[src/rtl/rp_irq_pkg.sv]
package rp_irq_pkg;

  // Field positions inside the summary and mask words
  localparam int unsigned INTX_LSB    = 16;
  localparam int unsigned MSI_SUM_BIT = 23;

  // Register byte offsets
  localparam int unsigned OFF_SUMMARY = 'h00;
  localparam int unsigned OFF_MASK    = 'h04;
  localparam int unsigned OFF_VECTOR  = 'h08;
  localparam int unsigned OFF_TARGET  = 'h0C;
  localparam int unsigned OFF_ERROR   = 'h10;

  // Error flag positions
  localparam int unsigned ERR_ADDR_BIT  = 0;
  localparam int unsigned ERR_RANGE_BIT = 1;
  localparam int unsigned ERR_W         = 2;

  typedef enum logic [2:0] {
    SEL_NONE,
    SEL_SUMMARY,
    SEL_MASK,
    SEL_VECTOR,
    SEL_TARGET,
    SEL_ERROR
  } reg_sel_e;

endpackage

[src/rtl/rp_sticky_bits.sv]
module rp_sticky_bits #(
  parameter int unsigned W = 4
) (
  input  logic         clk,
  input  logic         rst,
  input  logic [W-1:0] set_i,
  input  logic [W-1:0] clr_i,
  output logic [W-1:0] q_o
);

  logic [W-1:0] bits_q;

  // A set in the same cycle as a clear leaves the bit set
  always_ff @(posedge clk) begin
    if (rst) begin
      bits_q <= '0;
    end else begin
      bits_q <= (bits_q & ~clr_i) | set_i;
    end
  end

  assign q_o = bits_q;

endmodule

[src/rtl/rp_edge_rise.sv]
module rp_edge_rise #(
  parameter int unsigned W = 4
) (
  input  logic         clk,
  input  logic         rst,
  input  logic [W-1:0] lvl_i,
  output logic [W-1:0] rise_o
);

  logic [W-1:0] prev_q;

  always_ff @(posedge clk) begin
    if (rst) begin
      prev_q <= '0;
    end else begin
      prev_q <= lvl_i;
    end
  end

  assign rise_o = lvl_i & ~prev_q;

endmodule

[src/rtl/rp_msi_match.sv]
module rp_msi_match #(
  parameter int unsigned NUM_VEC = 32,
  parameter int unsigned MADDR_W = 32,
  parameter int unsigned MDATA_W = 32
) (
  input  logic               valid_i,
  input  logic [MADDR_W-1:0] addr_i,
  input  logic [MDATA_W-1:0] data_i,
  input  logic [MADDR_W-1:0] target_i,
  output logic [NUM_VEC-1:0] hit_o,
  output logic               addr_miss_o,
  output logic               range_miss_o
);

  logic addr_ok;
  logic in_range;

  assign addr_ok  = (addr_i == target_i);
  assign in_range = (data_i < MDATA_W'(NUM_VEC));

  // One comparator per vector gives a one-hot set pattern
  for (genvar v = 0; v < NUM_VEC; v++) begin : g_vec
    assign hit_o[v] = valid_i && addr_ok && (data_i == MDATA_W'(v));
  end

  assign addr_miss_o  = valid_i && !addr_ok;
  assign range_miss_o = valid_i && addr_ok && !in_range;

endmodule

[src/rtl/rp_irq_collector.sv]
module rp_irq_collector
  import rp_irq_pkg::*;
#(
  parameter int unsigned NUM_INTX = 4,
  parameter int unsigned NUM_VEC  = 32,
  parameter int unsigned REG_AW   = 8,
  parameter int unsigned DW       = 32
) (
  input  logic                clk,
  input  logic                rst,
  input  logic [NUM_INTX-1:0] intx_in,
  input  logic                msi_valid,
  input  logic [DW-1:0]       msi_addr,
  input  logic [DW-1:0]       msi_data,
  input  logic                reg_wr_en,
  input  logic                reg_rd_en,
  input  logic [REG_AW-1:0]   reg_addr,
  input  logic [DW-1:0]       reg_wdata,
  output logic [DW-1:0]       reg_rdata,
  output logic                irq_out
);

  localparam int unsigned SRC_W = NUM_INTX + 1;

  // ---------------- register decode ----------------
  reg_sel_e sel;

  always_comb begin
    if (reg_addr == REG_AW'(OFF_SUMMARY))     sel = SEL_SUMMARY;
    else if (reg_addr == REG_AW'(OFF_MASK))   sel = SEL_MASK;
    else if (reg_addr == REG_AW'(OFF_VECTOR)) sel = SEL_VECTOR;
    else if (reg_addr == REG_AW'(OFF_TARGET)) sel = SEL_TARGET;
    else if (reg_addr == REG_AW'(OFF_ERROR))  sel = SEL_ERROR;
    else                                      sel = SEL_NONE;
  end

  logic wr_summary, wr_mask, wr_vector, wr_target, wr_error;

  assign wr_summary = reg_wr_en && (sel == SEL_SUMMARY);
  assign wr_mask    = reg_wr_en && (sel == SEL_MASK);
  assign wr_vector  = reg_wr_en && (sel == SEL_VECTOR);
  assign wr_target  = reg_wr_en && (sel == SEL_TARGET);
  assign wr_error   = reg_wr_en && (sel == SEL_ERROR);

  // ---------------- INTx path ----------------
  logic [NUM_INTX-1:0] intx_rise;
  logic [NUM_INTX-1:0] intx_clr;
  logic [NUM_INTX-1:0] intx_q;

  rp_edge_rise #(.W(NUM_INTX)) u_intx_edge (
    .clk    (clk),
    .rst    (rst),
    .lvl_i  (intx_in),
    .rise_o (intx_rise)
  );

  assign intx_clr = wr_summary ? reg_wdata[INTX_LSB +: NUM_INTX] : '0;

  rp_sticky_bits #(.W(NUM_INTX)) u_intx_bits (
    .clk   (clk),
    .rst   (rst),
    .set_i (intx_rise),
    .clr_i (intx_clr),
    .q_o   (intx_q)
  );

  // ---------------- MSI path ----------------
  logic [DW-1:0]      target_q;
  logic [NUM_VEC-1:0] msi_hit;
  logic               addr_miss;
  logic               range_miss;
  logic [NUM_VEC-1:0] vec_clr;
  logic [NUM_VEC-1:0] vec_q;

  rp_msi_match #(
    .NUM_VEC (NUM_VEC),
    .MADDR_W (DW),
    .MDATA_W (DW)
  ) u_match (
    .valid_i      (msi_valid),
    .addr_i       (msi_addr),
    .data_i       (msi_data),
    .target_i     (target_q),
    .hit_o        (msi_hit),
    .addr_miss_o  (addr_miss),
    .range_miss_o (range_miss)
  );

  assign vec_clr = wr_vector ? reg_wdata[NUM_VEC-1:0] : '0;

  rp_sticky_bits #(.W(NUM_VEC)) u_vec_bits (
    .clk   (clk),
    .rst   (rst),
    .set_i (msi_hit),
    .clr_i (vec_clr),
    .q_o   (vec_q)
  );

  // Summary bit is re-asserted every cycle a vector is pending
  logic msi_sum_set;
  logic msi_sum_clr;
  logic msi_sum_q;

  assign msi_sum_set = (|vec_q) | (|msi_hit);
  assign msi_sum_clr = wr_summary && reg_wdata[MSI_SUM_BIT];

  rp_sticky_bits #(.W(1)) u_msi_sum (
    .clk   (clk),
    .rst   (rst),
    .set_i (msi_sum_set),
    .clr_i (msi_sum_clr),
    .q_o   (msi_sum_q)
  );

  // ---------------- error flags ----------------
  logic [ERR_W-1:0] err_set;
  logic [ERR_W-1:0] err_clr;
  logic [ERR_W-1:0] err_q;

  always_comb begin
    err_set                = '0;
    err_set[ERR_ADDR_BIT]  = addr_miss;
    err_set[ERR_RANGE_BIT] = range_miss;
  end

  assign err_clr = wr_error ? reg_wdata[ERR_W-1:0] : '0;

  rp_sticky_bits #(.W(ERR_W)) u_err_bits (
    .clk   (clk),
    .rst   (rst),
    .set_i (err_set),
    .clr_i (err_clr),
    .q_o   (err_q)
  );

  // ---------------- plain registers ----------------
  logic [SRC_W-1:0] mask_q;

  always_ff @(posedge clk) begin
    if (rst) begin
      mask_q   <= '1;
      target_q <= '0;
    end else begin
      if (wr_mask) begin
        mask_q <= {reg_wdata[MSI_SUM_BIT], reg_wdata[INTX_LSB +: NUM_INTX]};
      end
      if (wr_target) begin
        target_q <= reg_wdata;
      end
    end
  end

  // ---------------- interrupt output ----------------
  logic [SRC_W-1:0] src_bits;
  logic             irq_q;

  assign src_bits = {msi_sum_q, intx_q};

  always_ff @(posedge clk) begin
    if (rst) begin
      irq_q <= 1'b0;
    end else begin
      irq_q <= |(src_bits & ~mask_q);
    end
  end

  assign irq_out = irq_q;

  // ---------------- read path ----------------
  logic [DW-1:0] summary_word;
  logic [DW-1:0] mask_word;
  logic [DW-1:0] read_mux;
  logic [DW-1:0] rdata_q;

  always_comb begin
    summary_word                         = '0;
    summary_word[INTX_LSB +: NUM_INTX]   = intx_q;
    summary_word[MSI_SUM_BIT]            = msi_sum_q;
    mask_word                            = '0;
    mask_word[INTX_LSB +: NUM_INTX]      = mask_q[NUM_INTX-1:0];
    mask_word[MSI_SUM_BIT]               = mask_q[NUM_INTX];
  end

  always_comb begin
    unique case (sel)
      SEL_SUMMARY: read_mux = summary_word;
      SEL_MASK:    read_mux = mask_word;
      SEL_VECTOR:  read_mux = DW'(vec_q);
      SEL_TARGET:  read_mux = target_q;
      SEL_ERROR:   read_mux = DW'(err_q);
      default:     read_mux = '0;
    endcase
  end

  always_ff @(posedge clk) begin
    if (rst) begin
      rdata_q <= '0;
    end else if (reg_rd_en) begin
      rdata_q <= read_mux;
    end
  end

  assign reg_rdata = rdata_q;

endmodule

[config.mk]
export PLATFORM = sky130hd
export DESIGN_NAME = rp_irq_collector
export DESIGN_NICKNAME = d
export VERILOG_FILES = /design/src/rtl/rp_irq_pkg.sv /design/src/rtl/rp_sticky_bits.sv /design/src/rtl/rp_edge_rise.sv /design/src/rtl/rp_msi_match.sv /design/src/rtl/rp_irq_collector.sv
export SDC_FILE = /design/constraint.sdc
export NUM_CORES = 1
export LEC_CHECK = 0
export CAP_MARGIN = 10
export CORE_UTILIZATION = 44
export DETAILED_ROUTE_END_ITERATION = 16
export HOLD_SLACK_MARGIN = 0.12
export PLACE_DENSITY = 0.82
export SETUP_SLACK_MARGIN = 0.3
export SLEW_MARGIN = 20
export SYNTH_ARGS = -nofsm -noshare
export SYNTH_HDL_FRONTEND = slang
export SYNTH_SLANG_ARGS = --single-unit
[constraint.sdc]
create_clock -name clk -period 2.61 [get_ports clk]
set_input_delay 0.6525 -clock clk [delete_from_list [all_inputs] [get_ports clk]]
set_output_delay 0.6525 -clock clk [all_outputs]
set_load 0.1 [all_outputs]
# After elaboration in Yosys (flattened, before gate mapping)
# Cells that the tools add are included.
totals:
  in_bits: 113
  elab_cells: 125
  register_bits: 113
classes:
  n_reduce_logical: 48
  n_mux: 9
  magnitude_cmp: 1
  bitwise: 17
  n_eq_ne: 41
ops:
  columns: ["op", "n"]
  rows:
  - ["$eq A32 B5 Y1 const B", 16]
  - ["$eq A32 B4 Y1 const B", 8]
  - ["$pmux W32 S5", 1]
  - ["$eq A32 B3 Y1 const B", 4]
  - ["$eq A32 B2 Y1 const B", 2]
  - ["$reduce_or A32 Y1", 2]
  - ["$logic_and A1 B1 Y1", 41]
  - ["$and A32 B32 Y32", 1]
  - ["$eq A32 B1 Y1 const B", 1]
  - ["$eq A32 B32 Y1", 1]
  - ["$logic_not A32 Y1", 1]
  - ["$lt A32 B6 Y1 const B", 1]
  - ["$mux W32", 1]
  - ["$not A32 Y32", 1]
  - ["$or A32 B32 Y32", 1]
  - ["$eq A8 B4 Y1 const B", 2]
  - ["$mux W3", 5]
  - ["$and A4 B4 Y4", 2]
  - ["$eq A8 B3 Y1 const B", 1]
  - ["$eq A8 B5 Y1 const B", 1]
  - ["$logic_not A8 Y1", 1]
  - ["$not A4 Y4", 2]
  - ["$eq A3 B2 Y1 const B", 2]
  - ["$eq A3 B3 Y1 const B", 2]
  - ["other kinds (14)", 16]

# Depth between registers and ports, before layout
logic_depth:
  word_depth: 12
  depth_mapped: 7
  ltp_nobuf: 5

# By module
# A second synthesis with hierarchy kept.
hier_totals:
  cells_unflattened: 725
  area_unflattened_um2: 6218.5
modules_own_cells:
  columns: ["module", "cells_per_inst", "area_per_inst_um2", "instances", "seq_area_each_um2"]
  rows:
  - ["rp_irq_collector", 429, 3756.1, 1, 1401.3]
  - ["rp_sticky_bits at u_vec_bits", 131, 1154.9, 1, 640.6]
  - ["rp_msi_match", 125, 918.4, 1, 0.0]
  - ["rp_edge_rise", 12, 140.1, 1, 80.1]
  - ["rp_sticky_bits at u_intx_bits", 16, 140.1, 1, 80.1]
  - ["rp_sticky_bits at u_err_bits", 8, 70.1, 1, 40.0]
  - ["rp_sticky_bits at u_msi_sum", 4, 38.8, 1, 20.0]

# Worst setup path before layout
# OpenSTA, ideal clock, no wires.
synth_timing:
  path_kind: "input to register"
  start: "input msi_addr[28]"
  end: "register u_vec_bits.bits_q[12], in the netlist u_vec_bits.q_o[12]"
  path_stages: 7
  setup_slack_ns: 0.091
  arrival_time_ns: 2.418
  path_cell_list: "xnor2_1 > nand4_1 > or4_1 > or4_1 > buf_2 > buf_6 > o41ai_1"
synth_via:
  elab_chain_cells: 4
synth_lines:
  columns: ["element", "line", "text"]
  rows:
  - ["from (decl)", "rp_irq_collector.sv:13", "input logic [DW-1:0] msi_addr,"]
  - ["$eq A32 B32 Y1", "rp_msi_match.sv:18", "assign addr_ok = (addr_i == target_i);"]
  - ["$logic_and A1 B1 Y1 (2 in a row)", "rp_msi_match.sv:23", "assign hit_o[v] = valid_i && addr_ok && (data_i == MDATA_W'(v));"]
  - ["$or A32 B32 Y32", "rp_sticky_bits.sv:18", "bits_q <= (bits_q & ~clr_i) | set_i;"]
  - ["to (signal assigned)", "rp_sticky_bits.sv:18", null]
  - ["to (decl)", "rp_sticky_bits.sv:11", "logic [W-1:0] bits_q;"]
# No other way between the ends.
# A chain may end at the register's enable or synchronous reset.

# Final worst setup path
layout_timing:
  start: "input reg_addr[1]"
  end: "register target_q[20]"
layout_via:
  elab_chain_cells: 8
  elab_cells_between_ends: 12
  classes_between: "eq/ne: 5; mux: 5; reduce/logical: 2"
layout_lines:
  columns: ["element", "line", "text"]
  rows:
  - ["from (decl)", "rp_irq_collector.sv:17", "input logic [REG_AW-1:0] reg_addr,"]
  - ["$eq A8 B5 Y1", "rp_irq_collector.sv:33", "else if (reg_addr == REG_AW'(OFF_ERROR)) sel = SEL_ERROR;"]
  - ["$mux W3", "rp_irq_collector.sv:33", null]
  - ["$mux W3", "rp_irq_collector.sv:32", "else if (reg_addr == REG_AW'(OFF_TARGET)) sel = SEL_TARGET;"]
  - ["$mux W3", "rp_irq_collector.sv:31", "else if (reg_addr == REG_AW'(OFF_VECTOR)) sel = SEL_VECTOR;"]
  - ["$mux W3", "rp_irq_collector.sv:30", "else if (reg_addr == REG_AW'(OFF_MASK)) sel = SEL_MASK;"]
  - ["$mux W3 (*)", "rp_irq_collector.sv:29", "if (reg_addr == REG_AW'(OFF_SUMMARY)) sel = SEL_SUMMARY;"]
  - ["$eq A3 B3 Y1 (*)", "rp_irq_collector.sv:42", "assign wr_target = reg_wr_en && (sel == SEL_TARGET);"]
  - ["$logic_and A1 B1 Y1 (*)", "rp_irq_collector.sv:42", null]
  - ["to (signal assigned)", "rp_irq_collector.sv:148", "target_q <= reg_wdata;"]
  - ["to (decl)", "rp_irq_collector.sv:68", "logic [DW-1:0] target_q;"]
# Every way passes the cells marked *; elsewhere a longest branch is shown, timed or not.

==> reports/results.tsv <==
metric	value	unit
wl_met1	8219	µm
p_switching	1.002	mW
synth_cell_types	39	
synth.cell_area	5426	µm²
initial_core_util	0.4518	
stdcell_area	8323	µm²
synth.yosys.seq_area_share	0.4169	
drcViolationCount	0	
firstDrtPassIters	6	
layout.nets	953	
pre_cts_ws	-0.5775	ns
swShare	0.2146	
wl_met3	1744	µm
dpl-instance-area	7188	µm²
skew	0.008139	ns
ctsRootBufferMaster	clkbuf_16	
synth.avg_cell_area	8.136	µm²
clockPowerShare	0.541	
drive_gt1_frac	0.2427	
maxCapViolations	0	
first_global_vias	5563	
p_comb_frac	0.085	
viasPerCell	5.960	
slew_headroom	0.5609	
top_layer	met4	
track_usage	0.3026	
overflow	0	
place_hpwl	13530	µm
wl_per_cell	20.08	µm
clkTransAtPathRegs	0.05	ns
clkLatencyLatePin	0.42	ns
postSynthCellCount	667	
wl_met2	9378	µm
peakVddDrop	382.7	µV
leakagePower	3.114	nW
crit_type	in -> reg	
area_delta_synth_final	53.38	%
crit_path_end_kind	flop	
die-width	113.1	µm
p_per_area	561.0	nW/µm²
worst_pin_slew	0.6586	ns
final_cell_mix	100 x dfxtp_1, 99 x nand2_1, 78 x buf_4, 76 x clkdlybuf4s50_1, 65 x a21oi_1	
finalCritPeriodShare	0.9117	
core_area	12010	µm²
dieArea	12780	µm²
grt_max_degree	65	
finalSetupViolCount	0	
vias	5960	
numClockSinks	113	
clk_path_buf_depth	2	
grt_pass1_wl	29530	µm
critical_path.max_fanout	13	
crit_required	2.94	ns
cts_htree_levels	4	
die_h	113.1	µm
hold_class	reg -> reg	
syn_nets	780	
final_common_cell	dfxtp_1	
cts_tree	done	
num_io_pins	146	
wl	20080	µm
status	completed	
ant_nets	0	
antenna_found_initial	0	
nFillCells	918	
power.share.sequential	0.374	
ys_seq_elements	113	
yosysWarnings	0	
cts_buffers	17	
gp_congestion	0.9153	
diodes	0	
p_int	3.667	mW
worst_ep_arrival_time	2.71	ns
rsz0062_at_grt	yes	
layout_min_cycle_time	2.380	ns
rows	40	
max_freq	420.2	MHz
maxSlewViolCount	0	
drtIter0Drc	803	
worst_slack	0.2303	ns
start_kind	input port	
portBuffers	145	
hold_viol	0	
-- cells by family after synthesis --
group	share of synthesized area
AOI/OAI and AO/OA	0.2156
and+or+nand+nor	0.2290
muxes	0.02075
buffers and inverters	0.06617
DFF	0.4169
xor gates and xnor gates	0.05165
-- synthesized netlist by cell type --
library cell / count / area, µm²
nor4_1: 16 / 100.1
or3_1: 3 / 18.77
clkbuf_1: 37 / 138.9
o31ai_1: 16 / 120.1
a31oi_1: 1 / 6.260
a22oi_1: 2 / 15.01
and3_1: 2 / 12.51
dfxtp_1: 113 / 2262
o22ai_1: 1 / 6.260
buf_1: 7 / 26.28
xnor2_1: 32 / 280.3
nand4_1: 14 / 87.58
nand3_1: 42 / 210.2
o41ai_1: 11 / 96.34
nor3_1: 3 / 15.01
nor4bb_1: 1 / 10.01
a211o_1: 37 / 324.1
o21ai_0: 33 / 165.2
nor2b_1: 4 / 25.02
nor3b_1: 2 / 15.01
buf_2: 5 / 25.02
a211oi_1: 3 / 22.52
nor2_1: 14 / 52.55
nor3_2: 1 / 10.01
o2bb2ai_1: 1 / 8.760
nor4b_1: 1 / 8.760
and4b_1: 1 / 10.01
or2_2: 2 / 12.51
a222oi_1: 1 / 10.01
nand2_1: 100 / 375.4
buf_6: 1 / 11.26
mux4_2: 5 / 112.6
nand2b_1: 36 / 225.2
nand3b_1: 2 / 15.01
a21oi_1: 66 / 330.3
o41ai_2: 4 / 65.06
or4_1: 4 / 30.03
inv_1: 42 / 157.7
nand4b_1: 1 / 8.760
-- power groups by stage --
stage	logic (mW)	clock network, mW	registers (mW)
after floorplan	0.129	0	1.79
after global placement	0.377	0	1.78
after detailed placement	0.385	0	1.78
after CTS	0.386	2.52	1.75
after global routing	0.417	2.62	1.75
final	0.398	2.53	1.75
-- critical path, cell delays in order --
cell and delay [ns]:
dlygate4sd2_1 0.24, or4_4 0.58, nor4b_4 0.36, buf_4 0.18
and3_4 0.26, clkbuf_16 0.20, nand2_1 0.07, a21oi_1 0.16
-- routing by layer --
layer,GRT usage,vias to the layer above
li1,-,2712
met2,0.4928,390
met1,0.3941,2782
met3,0.05838,76
met4,0.1237,0
met5,0,-
-- area by class of cell --
type / count / area, µm² / area share
Tap cell: 147 / 183.9 / 0.02210
Clock buffer: 23 / 498.0 / 0.05983
Timing Repair Buffer: 204 / 1947 / 0.2339
Sequential cell: 113 / 2281 / 0.2741
Inverter: 42 / 157.7 / 0.01894
Multi-Input combinational cell: 462 / 3104 / 0.3730
Clock inverter: 9 / 151.4 / 0.01819
-- flip-flops by register name, indices dropped and copies added, names as in the netlist --
register / count
mask_q: 5
u_vec_bits.q_o: 32
target_q: 32
u_err_bits.q_o: 2
irq_out: 1
u_msi_sum.q_o: 1
u_intx_edge.prev_q: 4
reg_rdata: 32
u_intx_bits.q_o: 4
-- timing repair --
item,4_1_cts,5_1_grt
setup endpoints to repair,27,42
gates resized for setup,83,46
cloned,2,4
setup buffers,9,10
pin swaps,28,24
hold buffers,0,0
-- through the flow --
| stage | TNS [ns] | hold slack (ns) | util | total power, mW | instances |
|---|---|---|---|---|---|
| 3_5_place_dp | -12.12 | 0.4634 | 0.5984 | 2.166 | 943 |
| 6_report | 0 | 0.4701 | 0.6929 | 4.669 | 1000 |
| 3_3_place_gp | -8.594 | 0.4578 | 0.5984 | 2.158 | 943 |
| 5_1_grt | 0 | 0.4888 | 0.6929 | 4.781 | 1000 |
| 2_1_floorplan | 0 | 0.4423 | - | 1.921 | 667 |
| 4_1_cts | 0 | 0.4729 | 0.6710 | 4.656 | 986 |
-- worst paths after layout --
check	start	end	slack [ns]	depth (start not counted)
hold reg to reg	reg_rdata[11]	reg_rdata[11]	0.47	2
hold / removal	reg_rdata[11]	reg_rdata[11]	0.47	2
setup / recovery	reg_addr[1]	target_q[20]	0.23	8
setup reg to reg	target_q[23]	u_vec_bits.q_o[1]	0.31	6
(Power assumes the default switching activity.)
